$ cat src/rtl/rsenc_pkg.sv
package rsenc_pkg;
  localparam int SYM_W = 6;
  localparam int MAX_PAR = 32;
  typedef logic [SYM_W-1:0] sym_t;
  typedef sym_t [MAX_PAR:0] gvec_t;

  // multiply by alpha modulo x^6+x+1
  function automatic sym_t gf_xtime(sym_t a);
    return {a[SYM_W-2:0], 1'b0} ^ (a[SYM_W-1] ? sym_t'(6'b000011) : sym_t'(0));
  endfunction

  function automatic sym_t gf_mul(sym_t a, sym_t b);
    sym_t acc = '0;
    sym_t sh = a;
    for (int i = 0; i < SYM_W; i++) begin
      if (b[i]) acc = acc ^ sh;
      sh = gf_xtime(sh);
    end
    return acc;
  endfunction

  // product of (x + alpha^i) for i = 1..npar, coefficient j at index j
  function automatic gvec_t gen_poly(int npar);
    gvec_t g = '0;
    sym_t root = sym_t'(1);
    g[0] = sym_t'(1);
    for (int i = 1; i <= npar; i++) begin
      root = gf_xtime(root);
      for (int j = MAX_PAR; j >= 0; j--) begin
        g[j] = ((j > 0) ? g[j-1] : sym_t'(0)) ^ gf_mul(root, g[j]);
      end
    end
    return g;
  endfunction
endpackage

$ cat src/rtl/rsenc_unpack.sv
module rsenc_unpack
  import rsenc_pkg::*;
#(
  parameter int WORD_W = 102
) (
  input  logic              clk,
  input  logic              rst_n,
  input  logic              load,
  input  logic [WORD_W-1:0] din,
  input  logic              take,
  output sym_t              head,
  output logic              full
);
  localparam int SPW   = WORD_W / SYM_W;
  localparam int CNT_W = $clog2(SPW);

  logic [WORD_W-1:0] hold_q;
  logic [CNT_W-1:0]  cnt_q;

  assign head = hold_q[WORD_W-1 -: SYM_W];

  always_ff @(posedge clk) begin
    if (!rst_n) begin
      hold_q <= '0;
      cnt_q  <= '0;
      full   <= 1'b0;
    end else if (load) begin
      hold_q <= din;
      cnt_q  <= '0;
      full   <= 1'b1;
    end else if (take) begin
      hold_q <= hold_q << SYM_W;
      if (cnt_q == CNT_W'(SPW - 1)) full <= 1'b0;
      else cnt_q <= cnt_q + 1'b1;
    end
  end
endmodule

$ cat src/rtl/rsenc_parity.sv
module rsenc_parity
  import rsenc_pkg::*;
#(
  parameter int NPAR = 12
) (
  input  logic clk,
  input  logic rst_n,
  input  logic clear,
  input  logic msg_step,
  input  logic out_step,
  input  sym_t din,
  output sym_t par_out
);
  localparam gvec_t GEN = gen_poly(NPAR);

  sym_t stage_q [NPAR];
  sym_t fb;

  assign fb      = msg_step ? (din ^ stage_q[NPAR-1]) : sym_t'(0);
  assign par_out = stage_q[NPAR-1];

  for (genvar i = 0; i < NPAR; i++) begin : g_stage
    sym_t prev;
    if (i == 0) begin : g_head
      assign prev = '0;
    end else begin : g_tail
      assign prev = stage_q[i-1];
    end
    always_ff @(posedge clk) begin
      if (!rst_n || clear)  stage_q[i] <= '0;
      else if (msg_step)    stage_q[i] <= prev ^ gf_mul(GEN[i], fb);
      else if (out_step)    stage_q[i] <= prev;
    end
  end
endmodule

$ cat src/rtl/rsenc_seq.sv
module rsenc_seq #(
  parameter int N     = 63,
  parameter int K     = 51,
  parameter int WORDS = 3
) (
  input  logic clk,
  input  logic rst_n,
  input  logic in_fire,
  input  logic out_fire,
  output logic par_phase,
  output logic word_room,
  output logic last
);
  localparam int POS_W = $clog2(N);
  localparam int WC_W  = $clog2(WORDS + 1);

  logic [POS_W-1:0] pos_q;
  logic [WC_W-1:0]  words_q;

  assign par_phase = pos_q >= POS_W'(K);
  assign last      = pos_q == POS_W'(N - 1);
  assign word_room = words_q < WC_W'(WORDS);

  always_ff @(posedge clk) begin
    if (!rst_n) begin
      pos_q   <= '0;
      words_q <= '0;
    end else begin
      if (out_fire) pos_q <= last ? '0 : pos_q + 1'b1;
      if (out_fire && last) words_q <= '0;
      else if (in_fire)     words_q <= words_q + 1'b1;
    end
  end
endmodule

$ cat src/rtl/rsenc63.sv
module rsenc63
  import rsenc_pkg::*;
#(
  parameter int WORD_W = 102,
  parameter int WORDS  = 3,
  parameter int N      = 63,
  parameter int K      = 51
) (
  input  logic              clk,
  input  logic              rst_n,
  input  logic              in_valid,
  output logic              in_ready,
  input  logic [WORD_W-1:0] in_data,
  output logic              out_valid,
  input  logic              out_ready,
  output logic [5:0]        out_data,
  output logic              out_last
);
  localparam int NPAR = N - K;

  logic in_fire, out_fire, par_phase, word_room, full;
  sym_t head, par_out;

  assign in_ready  = !full && word_room;
  assign in_fire   = in_valid && in_ready;
  assign out_valid = par_phase || full;
  assign out_fire  = out_valid && out_ready;
  assign out_data  = par_phase ? par_out : head;

  rsenc_seq #(.N(N), .K(K), .WORDS(WORDS)) u_seq (
    .clk, .rst_n, .in_fire, .out_fire,
    .par_phase, .word_room, .last(out_last)
  );

  rsenc_unpack #(.WORD_W(WORD_W)) u_unpack (
    .clk, .rst_n, .load(in_fire), .din(in_data),
    .take(out_fire && !par_phase), .head, .full
  );

  rsenc_parity #(.NPAR(NPAR)) u_par (
    .clk, .rst_n,
    .clear(out_fire && out_last),
    .msg_step(out_fire && !par_phase),
    .out_step(out_fire && par_phase),
    .din(head), .par_out
  );
endmodule

$ cat config.mk
export PLATFORM = sky130hd
export DESIGN_NAME = rsenc63
export DESIGN_NICKNAME = d
export VERILOG_FILES = /design/src/rtl/rsenc_pkg.sv /design/src/rtl/rsenc_unpack.sv /design/src/rtl/rsenc_parity.sv /design/src/rtl/rsenc_seq.sv /design/src/rtl/rsenc63.sv
export SDC_FILE = /design/constraint.sdc
export NUM_CORES = 1
export LEC_CHECK = 0
export BUFFER_PORTS_ARGS = -buffer_cell sky130_fd_sc_hd__buf_2
export CAP_MARGIN = 20
export CORE_MARGIN = 2
export CORE_UTILIZATION = 40
export CTS_BUF_LIST = sky130_fd_sc_hd__clkbuf_4 sky130_fd_sc_hd__clkbuf_8 sky130_fd_sc_hd__clkbuf_16
export DETAILED_ROUTE_END_ITERATION = 6
export PLACE_DENSITY = 0.7
export RECOVER_POWER = 25
export SETUP_SLACK_MARGIN = 0.2
export SYNTH_ARGS = -nofsm -noshare
export SYNTH_HDL_FRONTEND = slang
export SYNTH_SLANG_ARGS = --single-unit
export TNS_END_PERCENT = 30
$ cat constraint.sdc
create_clock -name clk -period 9.8 [get_ports clk]
set_clock_uncertainty 0.15 [all_clocks]
set_input_delay 1.96 -clock clk [delete_from_list [all_inputs] [get_ports clk]]
set_output_delay 1.96 -clock clk [all_outputs]
set_load 0.05 [all_outputs]
; ---- Yosys cells after proc, flatten, opt, wreduce, memory -nomap -nowiden
; Memories as Yosys holds them, arrays and structs flattened.
; Cells that the tools add are included.
[word_totals]
mem_bits_rw = 72
register_bits = 116
output_inout_bits = 9
memories = 1
[memory_table]
columns = memory, depth, width, rd, rd_ports_with_merged_regs, wr, line_no
row1 = u_par.stage_q, 12, 6, 12, 0, 12, rsenc_parity.sv:16  ; sym_t stage_q [NPAR];
[classes]
n_mux = 239
n_bitwise = 93
reduce_logical = 17
n_addsub = 3
magnitude_cmp = 2
n_eq_ne = 2
[ops]
columns = operator, n
row1 = 6-bit 2-to-1 mux, 187
row2 = 102-bit 2-to-1 mux, 2
row3 = 5-bit 2-to-1 mux, 15
row4 = 6-bit bitwise XOR, 12
row5 = 3-bit NOT, 17
row6 = 4-bit 2-to-1 mux, 10
row7 = 2-bit NOT, 19
row8 = 4-bit NOT, 6
row9 = 1-bit OR, 24
row10 = 3-bit 2-to-1 mux, 6
row11 = 1-bit 2-to-1 mux, 14
row12 = 1-bit NOT, 14
row13 = 2-bit 2-to-1 mux, 5
row14 = 6-bit by 1-bit adder with 6-bit output (second input constant), 1
row15 = 6-bit equality test (second input constant), 1
row16 = 6-bit >= comparator (second input constant), 1
row17 = 1-bit logical AND, 6
row18 = 5-bit by 1-bit adder with 5-bit output (second input constant), 1
row19 = 5-bit equality test (second input constant), 1
row20 = 5-bit NOT, 1
row21 = 2-bit AND reduction, 2
row22 = 2-bit nonzero test, 2
row23 = 2-bit OR reduction, 2
row24 = 1-bit zero test, 3
row25 = other kinds (3), 4

; ---- Logic depth before layout (Yosys ltp)
[logic_depth]
depth_word = 31
depth_mapped = 8

; ---- Cells and area by module
; From an unflattened synthesis, not the netlist that was laid out.
[hier_totals]
hier_cells = 851
area_unflattened_um2 = 9292.7
[modules_own_cells]
columns = mod, area_each_um2, cells_per_inst, n_inst
row1 = rsenc_unpack, 4993.5, 492, 1
row2 = rsenc_parity, 3752.3, 304, 1
row3 = rsenc_seq, 392.9, 41, 1
row4 = rsenc63, 153.9, 14, 1

; ---- Least setup slack after synthesis
; OpenSTA, ideal clock, no wires.
[synth_timing]
kind = input to register
from = input port rst_n
to = memory u_par.stage_q[0][0] in the netlist's numbering, enable pin
path_buffers = 1
t_arrival_ns = 3.307
cell_stages = 2
required_ns = 8.944
setup_slack_ns = 5.637
cell_sequence = clkbuf_1 -> nand2_1
[synth_lines]
columns = element, line_no
row1 = from (decl), rsenc63.sv:10  ; input logic rst_n,
row2 = to (decl), rsenc_parity.sv:16

==> summary.md <==
| Metric | Value |
|---|---|
| Outcome | `complete, but fails checks` |
| Violations in the final reports | `max-capacitance violations, max-slew violations` |
| Setup CP Type | `primary input to flop` |
| Number of distinct library cells after synthesis | `38` |
| Sum of negative setup slack | `0 ns` |
| Final core area utilization | `0.468` |
| Synth Flop Type | `sky130_fd_sc_hd__dfxtp_1` |
| Number of endpoints failing setup at the final stage | `0` |
| Least-Margin Pin Slew | `~1.8 ns` |
| Post-synthesis register bit count | `between 150 and 200` |
| Leakage power total | `between 3 and 4 nW` |
| Maximum fanout along the worst path | `93` |
| Largest net degree at the start of global routing | `~140` |
| Count of final max-slew check failures | `around 140` |
| Critical path origin | `out_ready` |
| Mean cell area of the mapped netlist | `between 9 and 10 um2` |
| Vias per Instance | `~5.3` |
| Number of warning messages in the yosys log | `0` |
| Height of the die | `around 150 um` |
| Starting utilization of the core area | `0.407` |
| Worst R2R Start | `u_seq.pos_q[0]$_SDFFE_PN0N_` |
| Worst slew margin relative to its limit | `-0.213` |
| Arrival time reported for the critical path endpoint | `5.24 ns` |
| Clock Root Buffer | `sky130_fd_sc_hd__clkbuf_16` |
| Cell types with the highest counts after synthesis | `sky130_fd_sc_hd__nand2_1 (245), sky130_fd_sc_hd__dfxtp_1 (116), sky130_fd_sc_hd__o21ai_0 (111)` |
| Area added between synthesis and finish | `15.0%` |
| Post-cts sizing count | `0` |
| Number of placement rows | `54` |
| Reg-to-reg slack, setup | `5.12 ns` |
| Post-synthesis cell count | `approximately 980` |
| Cells traversed along the worst timing path | `clkbuf_1 -> nand3_1 -> buf_4 -> nor2_1 -> xnor2_1 -> nor2_1` |
| Detailed placement HPWL | `roughly 13000 um` |
| Syn_nets | `roughly 1100` |
| Clock buffers created by TritonCTS | `17` |
| Highest-delay cell along the critical path | `sky130_fd_sc_hd__nand3_1` |
| R2r worst-path depth | `7` |
| Max-cap check violation count | `3` |
| Routed Wire Length | `between 20000 and 25000 um` |
| Clk Latency, worst-skew pair | `roughly 0.43 ns` |
| Number of synthesized flops with an enable pin | `a little over 70` |
| Power per cell area | `roughly 190 nW/um2` |
| Largest area contributor in the synthesized netlist | `sky130_fd_sc_hd__dfxtp_1` |
| Post-CTS setup buffer count | `0` |
| Area contributors post-synth | `sky130_fd_sc_hd__dfxtp_1 (26%), sky130_fd_sc_hd__edfxtp_1 (24%), sky130_fd_sc_hd__nand2_1 (10%), sky130_fd_sc_hd__a31oi_1 (6.9%), sky130_fd_sc_hd__o21ai_0 (6.3%)` |
| Final non-filler cell total | `between 1000 and 1500` |
| Cell mode on critical path | `sky130_fd_sc_hd__nor2_1` |
| Endpoint of the most critical register-to-register path | `u_par.stage_q[11][1]$_DFFE_PP_` |
| Worst vdd rail ir drop | `0.136 mV` |
| Post-detailed-route count of antenna-violating nets | `0` |
| Horizontal die dimension | `about 150 um` |
| Bufs on Longest Clock Path | `2` |
| CTS tree | `yes` |
| Initial antenna violation count | `1` |
| Length of the first detailed-routing pass in iterations | `5` |
| Post-synth ARST share | `0` |
| Final clock period utilization by the worst path | `0.533` |
| Minimum clock period after layout | `5.22 ns` |
| Last element of the critical path | `u_par.stage_q[11][1]$_DFFE_PP_` |
| Cell count after placement | `around 1300` |
| Initial drt markers | `683` |
| Final number of hold-violating endpoints | `0` |
| Final weighted congestion in routability-driven placement | `0.781` |
| # clock sinks | `between 150 and 200` |
| Post-synthesis instance area | `a little under 9000 um2` |
| Area share of the largest cell type after synthesis | `0.261` |
| H-Tree Depth | `4` |
| Maximum frequency from static timing analysis | `0.192 GHz` |
| Startpoint Class | `primary input` |
| Clock slew at reported path FFs | `0.07 ns` |
| Post-CTS Hold Buffers | `0` |
| Library cell with the highest instance count after synthesis | `sky130_fd_sc_hd__nand2_1` |
| Routed length per instance | `15.7 um` |
| Setup repair after global routing missed its margin | `no` |
| Sequential area share after synthesis | `0.505` |
| Residual DRC count | `0` |
| Total vias in the final route | `~7100` |
| Number of filler instances in the final layout | `2088` |
| Count of input and output buffers | `between 100 and 150` |
| Peak per-stage delay on the critical path | `1.30 ns` |
| Overall die area | `between 20000 and 25000 um2` |
| Proportion of layout cells with a drive suffix above 1 | `0.155` |
| Layout net count | `~1200` |
| Core Area | `around 22000 um2` |
| CP endpoint kind | `flop` |
| Tot GR Track Use | `0.177` |
| First-pass GRT wire length | `33600 um` |
| Final global-route overflow total | `0` |
| I/O Pins | `approximately 120` |
| Number of global-route vias before repair | `6596` |
| Data required time of the worst path | `between 9 and 10 ns` |
| Worst min-delay path class | `flop to flop` |
-- worst min-delay path by stage --
stage                                          start                               end  slack [ns]  cells after the start
detailed placement     u_seq.words_q[1]$_SDFFE_PP0P_     u_seq.words_q[1]$_SDFFE_PP0P_        0.31                      2
CTS                    u_seq.words_q[1]$_SDFFE_PP0P_     u_seq.words_q[1]$_SDFFE_PP0P_        0.32                      2
floorplan              u_seq.words_q[1]$_SDFFE_PP0P_     u_seq.words_q[1]$_SDFFE_PP0P_        0.29                      2
global route        u_unpack.hold_q[58]$_SDFFE_PN0P_  u_unpack.hold_q[64]$_SDFFE_PN0P_        0.34                      2
finish                 u_seq.words_q[1]$_SDFFE_PP0P_     u_seq.words_q[1]$_SDFFE_PP0P_        0.31                      2
global placement       u_seq.words_q[1]$_SDFFE_PP0P_     u_seq.words_q[1]$_SDFFE_PP0P_        0.30                      2
-- metal layers --
layer,track usage,routed length [um],vias up
li1,-,-,3526
met1,0.248,9720,3375
met2,0.276,9710,218
met3,0.0482,1550,10
met4,0.0370,126,0
met5,0,0,-
-- flip-flops by register name, indices dropped and copies added (netlist names) --
signal           flops
u_par.stage_q       72
u_seq.words_q        2
u_unpack.hold_q    102
u_unpack.cnt_q       5
u_seq.pos_q          6
u_unpack.full        1
-- through the flow --
step	setup slack, ns	area [um2]	power [W]	hold WS, ns
finish	4.58	10200	0.00195	0.312
detailed placement	5.29	9620	0.00126	0.309
CTS	5.48	10200	0.00196	0.318
floorplan	5.64	8880	0.00118	0.290
global route	4.28	10200	0.00204	0.345
global placement	5.34	9620	0.00126	0.297
-- cells in the final DEF, fill, tap and decap left out, types with 5 or more instances in the layout --
cell / count
sky130_fd_sc_hd__a31oi_1: 98
sky130_fd_sc_hd__xnor3_1: 14
sky130_fd_sc_hd__xnor2_1: 45
sky130_fd_sc_hd__nand2_1: 245
sky130_fd_sc_hd__o21ai_0: 112
sky130_fd_sc_hd__or3_1: 15
sky130_fd_sc_hd__a21boi_0: 6
sky130_fd_sc_hd__buf_4: 9
sky130_fd_sc_hd__clkbuf_16: 19
sky130_fd_sc_hd__nor2_1: 76
sky130_fd_sc_hd__ha_1: 5
sky130_fd_sc_hd__a21oi_1: 17
sky130_fd_sc_hd__dfxtp_1: 116
sky130_fd_sc_hd__nand4_1: 5
sky130_fd_sc_hd__edfxtp_1: 72
sky130_fd_sc_hd__inv_1: 6
sky130_fd_sc_hd__nand3_1: 10
sky130_fd_sc_hd__xnor2_2: 6
sky130_fd_sc_hd__xor2_1: 39
sky130_fd_sc_hd__buf_2: 112
-- critical path: cells and delay by family --
kind          cells  cell delay (ns)
xor+xnor          1             0.22
buf+inv           2             1.12
simple gates      3             1.89
-- cells by family after synthesis --
group | Yosys count | share of synthesized area
buffers and inverters | 81 | 0.0363
flip-flops | 188 | 0.505
multiplexers | 1 | 0.00113
AND/OR/NAND/NOR | 364 | 0.165
XOR/XNOR | 105 | 0.130
adder cells (fa/ha/maj) | 5 | 0.00704
AO/OA/AOI/OAI | 240 | 0.155
-- power by group --
part | switching, W | internal [W]
clock | 0.000314 | 0.000387
sequential | 0.0000383 | 0.000874
combinational | 0.000192 | 0.000147
total | 0.000545 | 0.00141
-- layout make-up --
cell class	instances	area (um2)	area share
multi-input cells	715	4090	0.400
diodes	1	2.50	0.000245
inverters	6	22.5	0.00220
flip-flops and latches	188	4480	0.439
well taps	280	350	0.0343
clock buffers	19	475	0.0465
clock inverters	13	128	0.0125
repair buffers	125	667	0.0653
(Power assumes the default switching activity.)
